## src/rtl/phy_seq_pkg.sv

```systemverilog
package phy_seq_pkg;
  typedef enum logic [3:0] {
    ST_IDLE, ST_RST, ST_WAIT, ST_POLL, ST_ID_HI, ST_ID_LO, ST_CFG, ST_RMII, ST_DONE, ST_FAIL
  } seq_state_e;

  localparam logic [4:0] ADDR_CTRL   = 5'h00;
  localparam logic [4:0] ADDR_ID_HI  = 5'h02;
  localparam logic [4:0] ADDR_ID_LO  = 5'h03;
  localparam logic [4:0] ADDR_IFMODE = 5'h17;

  localparam int BIT_SOFT_RST = 15;
  localparam int BIT_SPD      = 13;
  localparam int BIT_AN       = 12;
  localparam int BIT_PWR_DN   = 11;
  localparam int BIT_FDX      = 8;
  localparam int BIT_RMII     = 5;

  localparam logic [15:0] ID_LO_MASK = 16'hFFF0;

  function automatic logic [15:0] one_hot16(input int pos);
    logic [15:0] w;
    w = '0;
    w[pos] = 1'b1;
    return w;
  endfunction

  function automatic logic [15:0] cfg_word(input bit an, input bit spd, input bit fdx);
    logic [15:0] w;
    w = '0;
    w[BIT_AN]  = an;
    w[BIT_SPD] = spd;
    w[BIT_FDX] = fdx;
    return w;
  endfunction
endpackage

```

## src/rtl/ms_tick_gen.sv

```systemverilog
module ms_tick_gen #(
  parameter int CLKS_PER_MS = 100000
) (
  input  logic clk_i,
  input  logic rst_ni,
  input  logic clr_i,
  output logic tick_o
);
  localparam int CW = (CLKS_PER_MS > 1) ? $clog2(CLKS_PER_MS) : 1;
  localparam logic [CW-1:0] LAST = CW'(CLKS_PER_MS - 1);

  logic [CW-1:0] cnt_q;

  assign tick_o = !clr_i && (cnt_q == LAST);

  always_ff @(posedge clk_i or negedge rst_ni) begin
    if (!rst_ni)          cnt_q <= '0;
    else if (clr_i)       cnt_q <= '0;
    else if (cnt_q == LAST) cnt_q <= '0;
    else                  cnt_q <= cnt_q + 1'b1;
  end
endmodule

```

## src/rtl/poll_budget.sv

```systemverilog
module poll_budget #(
  parameter int MAX_POLLS = 400
) (
  input  logic clk_i,
  input  logic rst_ni,
  input  logic load_i,
  input  logic use_i,
  output logic last_o
);
  localparam int CW = $clog2(MAX_POLLS + 1);
  localparam logic [CW-1:0] FINAL = CW'(MAX_POLLS - 1);

  logic [CW-1:0] used_q;

  // last_o: the poll in flight is the final one allowed
  assign last_o = (used_q == FINAL);

  always_ff @(posedge clk_i or negedge rst_ni) begin
    if (!rst_ni)     used_q <= '0;
    else if (load_i) used_q <= '0;
    else if (use_i)  used_q <= used_q + 1'b1;
  end
endmodule

```

## src/rtl/phy_bringup_seq.sv

```systemverilog
module phy_bringup_seq
  import phy_seq_pkg::*;
#(
  parameter int CLKS_PER_MS     = 100000,
  parameter int MAX_POLLS       = 400,
  parameter bit USE_AUTONEG     = 1'b1,
  parameter bit USE_100M        = 1'b1,
  parameter bit USE_FULL_DUPLEX = 1'b1
) (
  input  logic        clk_i,
  input  logic        rst_ni,
  input  logic        start_i,
  input  logic        rmii_i,
  output logic        mdio_req_o,
  output logic        mdio_wr_o,
  output logic [4:0]  mdio_addr_o,
  output logic [15:0] mdio_wdata_o,
  input  logic        mdio_ack_i,
  input  logic        mdio_err_i,
  input  logic [15:0] mdio_rdata_i,
  output logic        busy_o,
  output logic        done_o,
  output logic        timeout_o,
  output logic [31:0] phy_id_o
);
  localparam logic [15:0] CFG_WORD    = cfg_word(USE_AUTONEG, USE_100M, USE_FULL_DUPLEX);
  localparam logic [15:0] RST_WORD    = one_hot16(BIT_SOFT_RST);
  localparam logic [15:0] IFMODE_WORD = one_hot16(BIT_RMII);

  seq_state_e  state_q, state_d;
  logic        req_q, wr_q, rmii_q;
  logic [4:0]  addr_q;
  logic [15:0] wdata_q, id_hi_q, id_lo_q;

  logic        launch, l_wr, accept, cap_hi, cap_lo, bud_use, bud_last, tick;
  logic [4:0]  l_addr;
  logic [15:0] l_data;
  logic        still_busy;

  ms_tick_gen #(.CLKS_PER_MS(CLKS_PER_MS)) u_tick (
    .clk_i (clk_i),
    .rst_ni(rst_ni),
    .clr_i (state_q != ST_WAIT),
    .tick_o(tick)
  );

  poll_budget #(.MAX_POLLS(MAX_POLLS)) u_budget (
    .clk_i (clk_i),
    .rst_ni(rst_ni),
    .load_i(accept),
    .use_i (bud_use),
    .last_o(bud_last)
  );

  assign still_busy = mdio_rdata_i[BIT_SOFT_RST] | mdio_rdata_i[BIT_PWR_DN];

  always_comb begin
    state_d = state_q;
    launch  = 1'b0;
    l_wr    = 1'b0;
    l_addr  = ADDR_CTRL;
    l_data  = '0;
    accept  = 1'b0;
    cap_hi  = 1'b0;
    cap_lo  = 1'b0;
    bud_use = 1'b0;
    unique case (state_q)
      ST_IDLE, ST_DONE, ST_FAIL: begin
        if (start_i) begin
          accept  = 1'b1;
          launch  = 1'b1;
          l_wr    = 1'b1;
          l_data  = RST_WORD;
          state_d = ST_RST;
        end
      end
      ST_RST: begin
        if (mdio_ack_i) state_d = mdio_err_i ? ST_FAIL : ST_WAIT;
      end
      ST_WAIT: begin
        if (tick) begin
          launch  = 1'b1;
          state_d = ST_POLL;
        end
      end
      ST_POLL: begin
        if (mdio_ack_i) begin
          if (mdio_err_i) begin
            state_d = ST_FAIL;
          end else if (!still_busy) begin
            launch  = 1'b1;
            l_addr  = ADDR_ID_HI;
            state_d = ST_ID_HI;
          end else if (bud_last) begin
            state_d = ST_FAIL;
          end else begin
            bud_use = 1'b1;
            state_d = ST_WAIT;
          end
        end
      end
      ST_ID_HI: begin
        if (mdio_ack_i) begin
          cap_hi  = 1'b1;
          launch  = 1'b1;
          l_addr  = ADDR_ID_LO;
          state_d = ST_ID_LO;
        end
      end
      ST_ID_LO: begin
        if (mdio_ack_i) begin
          cap_lo  = 1'b1;
          launch  = 1'b1;
          l_wr    = 1'b1;
          l_data  = CFG_WORD;
          state_d = ST_CFG;
        end
      end
      ST_CFG: begin
        if (mdio_ack_i) begin
          if (rmii_q) begin
            launch  = 1'b1;
            l_wr    = 1'b1;
            l_addr  = ADDR_IFMODE;
            l_data  = IFMODE_WORD;
            state_d = ST_RMII;
          end else begin
            state_d = ST_DONE;
          end
        end
      end
      ST_RMII: begin
        if (mdio_ack_i) state_d = ST_DONE;
      end
      default: state_d = ST_IDLE;
    endcase
  end

  always_ff @(posedge clk_i or negedge rst_ni) begin
    if (!rst_ni) begin
      state_q <= ST_IDLE;
      req_q   <= 1'b0;
      wr_q    <= 1'b0;
      addr_q  <= '0;
      wdata_q <= '0;
      rmii_q  <= 1'b0;
      id_hi_q <= '0;
      id_lo_q <= '0;
    end else begin
      state_q <= state_d;
      req_q   <= launch;
      if (launch) begin
        wr_q    <= l_wr;
        addr_q  <= l_addr;
        wdata_q <= l_data;
      end
      if (accept) begin
        rmii_q  <= rmii_i;
        id_hi_q <= '0;
        id_lo_q <= '0;
      end
      if (cap_hi) id_hi_q <= mdio_rdata_i;
      if (cap_lo) id_lo_q <= mdio_rdata_i & ID_LO_MASK;
    end
  end

  assign mdio_req_o   = req_q;
  assign mdio_wr_o    = wr_q;
  assign mdio_addr_o  = addr_q;
  assign mdio_wdata_o = wdata_q;
  assign done_o       = (state_q == ST_DONE);
  assign timeout_o    = (state_q == ST_FAIL);
  assign busy_o       = !(state_q inside {ST_IDLE, ST_DONE, ST_FAIL});
  assign phy_id_o     = {id_hi_q, id_lo_q};
endmodule

```

## config.mk

```make
export PLATFORM = sky130hd
export DESIGN_NAME = phy_bringup_seq
export DESIGN_NICKNAME = d
export VERILOG_FILES = /design/src/rtl/phy_seq_pkg.sv /design/src/rtl/ms_tick_gen.sv /design/src/rtl/poll_budget.sv /design/src/rtl/phy_bringup_seq.sv
export SDC_FILE = /design/constraint.sdc
export NUM_CORES = 1
export LEC_CHECK = 0
export BUFFER_PORTS_ARGS = -buffer_cell sky130_fd_sc_hd__clkbuf_2
export CORE_UTILIZATION = 53
export CTS_CLUSTER_DIAMETER = 50
export DETAILED_ROUTE_END_ITERATION = 8
export PLACE_DENSITY = 0.79
export SLEW_MARGIN = 5
export SYNTH_ARGS = -nofsm -noshare
export SYNTH_HDL_FRONTEND = slang
export SYNTH_SLANG_ARGS = --single-unit
```

## constraint.sdc

```tcl
create_clock -name clk_i -period 2.6 [get_ports clk_i]
set_clock_uncertainty 0.1 [all_clocks]
set_input_delay 0.78 -clock clk_i [delete_from_list [all_inputs] [get_ports clk_i]]
set_output_delay 0.78 -clock clk_i [all_outputs]
set_load 0.02 [all_outputs]
```

==> results.cfg <==
[hold_path]
hold_path_class = input port to asynchronous set/reset pin

[timing]
tightest_slew_ns = 0.5508
fmax_mhz = 415.3
setup_viol = 0
holdWs_ns = 0.3532
maxSlewViolCount = 0
rsz0062_at_grt = false
layout_setup_ws_ns = 0.1922
hold_viol_final = 0
post-route-min-period_ns = 2.408
fin_setup_tns_ns = 0
maxSlewHeadroom = 0.6294
fin_crit_sh = 0.9261

[die]
core_area_mm2 = 0.005921
num_rows = 28
die_area_mm2 = 0.006431
initial_core_util = 0.5473
io_pins = 80
die_y_um = 80.20
die_w_um = 80.20

[synthesis]
yosysMostFrequentCell = nand2_1
avgSynthCellArea_um2 = 9.206
synth-async-reset-ratio = 1.000
synthFlopType = dfrtp_1
seq_area_frac_synth = 0.5174
synth_top_area_share = 0.5174
ys.warnings.count = 0
synth_area_mm2 = 0.003241
synth.area.top_cells = dfrtp_1 52%, nand2_1 8.9%, o21ai_0 5.3%
synth_common_cells = 77 x nand2_1, 67 x dfrtp_1, 34 x nor2_1, 34 x o21ai_0, 19 x buf_4
yosysTopAreaCell = dfrtp_1
synth_edf_count = 0
syn-instance-count = 352
ys_seq_elements = 67
synth_cell_type_count = 44

[global_route]
grt_pass1_vias = 2613
grt_usage = 0.2432
globalRoute.totalOverflow = 0
grt_pass1_wl_mm = 11.85
antenna_found_initial = 0
grt_start_max_net_pins = 68

[clock_network]
clkTransAtPathRegs_ns = 0.07
ctsHoldBuffers = 0
clock_sinks = 67
cts-root-buf = clkbuf_8
h-tree-depth = 3
cts_tree = done
cts_made_buffers = 9
insertion_delay_ns = 0.34
cts_buffer_depth = 2

[route]
highest_layer = met4
dr.pass1.iters = 4
totalWireLength_mm = 6.884
wl_met2_mm = 3.419
vias = 2666
wl_met3_um = 253
ant_nets = 0
m1WireLength_mm = 3.112
viasPerCell = 5.408
wl_per_cell_um = 13.96
drt_iter0_markers = 142
drc = 0

[place]
placed_cells = 478
dp_hpwl_mm = 4.726
io_buffers = 63
pre_cts_ws_ns = 0.1359
routabilityCongestion = 0.8149

[worst_setup_path]
critPathKind = flop to primary output
critPathLaunchType = flop
crit_required_ns = 1.72
cp-end-kind = primary output
worstRegToRegCells = 5
r2r-start = u_tick.cnt_q[13]
critPathMaxFanout = 11
r2r_end = mdio_wr_o
arrival_ns = 1.53
r2r_setup_slack_ns = 0.37

[flow_run]
drv_cap = 0

[pwr]
peakVddDrop_v = 0.0004553
cellPowerDensity_mw_per_mm2 = 770.5
leakage_nw = 1.766

[finish]
drive_gt1_frac = 0.2440
regArea_mm2 = 0.001677
area_growth_pct = 16.72
diodes = 0
nets = 438
final_core_utilization = 0.6388
fin_cells = 493
multi_input_area_mm2 = 0.001415
fillers = 512

[run_status]
status = completed
per-stage QoR:
step / instance area, um2 / power, W
final: 3782 / 0.002914
after global routing: 3782 / 0.003077
after CTS: 3780 / 0.002944
after detailed placement: 3586 / 0.002071
after global placement: 3586 / 0.002046
after floorplan: 3297 / 0.001810
timing repair:
item,CTS,global route
buffers inserted,0,0
hold endpoints to repair,0,0
endpoints found under the setup margin,0,1
resized for setup,0,1
registers in the layout, indices dropped and copies added, names as in the netlist:
| signal | count |
|---|---|
| id_hi_q | 16 |
| mdio_addr_o | 3 |
| u_budget.used_q | 9 |
| mdio_req_o | 1 |
| state_q | 4 |
| u_tick.cnt_q | 17 |
| id_lo_q | 12 |
| mdio_wdata_o | 3 |
| rmii_q | 1 |
| mdio_wr_o | 1 |
worst max-delay path: stages, from the launching register on:
cell      delay [ns]
dfrtp_1         0.54
or2b_2          0.37
nand2_1         0.11
clkbuf_2        0.17
worst max-delay path by stage:
stage | start | to | slack [ns] | cells past startpoint
after global routing | state_q[1] | done_o | 0.03 | 4
after detailed placement | mdio_err_i | u_budget.used_q[7] | 0.14 | 6
after floorplan | mdio_err_i | u_budget.used_q[8] | 0.49 | 5
final | state_q[0] | busy_o | 0.19 | 3
after global placement | mdio_err_i | u_budget.used_q[8] | 0.23 | 6
after CTS | state_q[1] | timeout_o | 0.13 | 4
logic make-up (layout without fill, tap and decap cells):
logic type | after synthesis | in the layout | share of synthesized area
compound gates | 52 | 52 | 0.09692
xor+xnor | 23 | 23 | 0.06216
fa+ha+maj | 2 | 2 | 0.007721
buf+inv | 39 | 90 | 0.06834
flops | 67 | 67 | 0.5174
mux | 2 | 2 | 0.006564
other cells | 1 | 16 | 0.001157
simple gates | 166 | 166 | 0.2398
power breakdown:
| part | switching (W) | total, W | leakage [nW] | internal (W) |
|---|---|---|---|---|
| combinational | 0.000501 | 0.000766 | 0.749 | 0.000265 |
| clock | 0.000372 | 0.000862 | 0.0995 | 0.000489 |
| sequential | 0.000135 | 0.00129 | 0.918 | 0.00115 |
| total | 0.00101 | 0.00291 | 1.77 | 0.00191 |
cell type report:
type / instances / area share
Inverter: 4 / 0.003970
Timing Repair Buffer: 71 / 0.1025
Tap cell: 75 / 0.02481
Clock inverter: 2 / 0.009262
Multi-Input combinational cell: 261 / 0.3741
Clock buffer: 13 / 0.04201
Sequential cell: 67 / 0.4433
metal layers:
metal | vias to the layer above | global-route usage
li1 | 1274 | -
met1 | 1321 | 0.2993
met2 | 62 | 0.3966
met3 | 9 | 0.08182
met4 | 0 | 0.08929
met5 | - | 0
layout by cell type (no fill, tap or decap), types with 2 or more instances in the layout:
cell / instances
clkbuf_2: 63
nor3_1: 6
nand2_1: 77
inv_1: 4
o21ai_0: 34
nor4_1: 5
a31o_2: 3
clkbuf_8: 11
and3_1: 3
a21oi_1: 4
and3_2: 2
buf_4: 7
nor3b_1: 2
dfrtp_1: 67
a32o_1: 2
nand3_1: 13
clkbuf_1: 2
nor2_1: 33
xor2_1: 11
or2_2: 3
xnor2_1: 12
ha_1: 2
nor2b_1: 2
nand4_1: 7
or2b_2: 2
conb_1: 16
No activity file was read; power rests on OpenSTA's default activity.
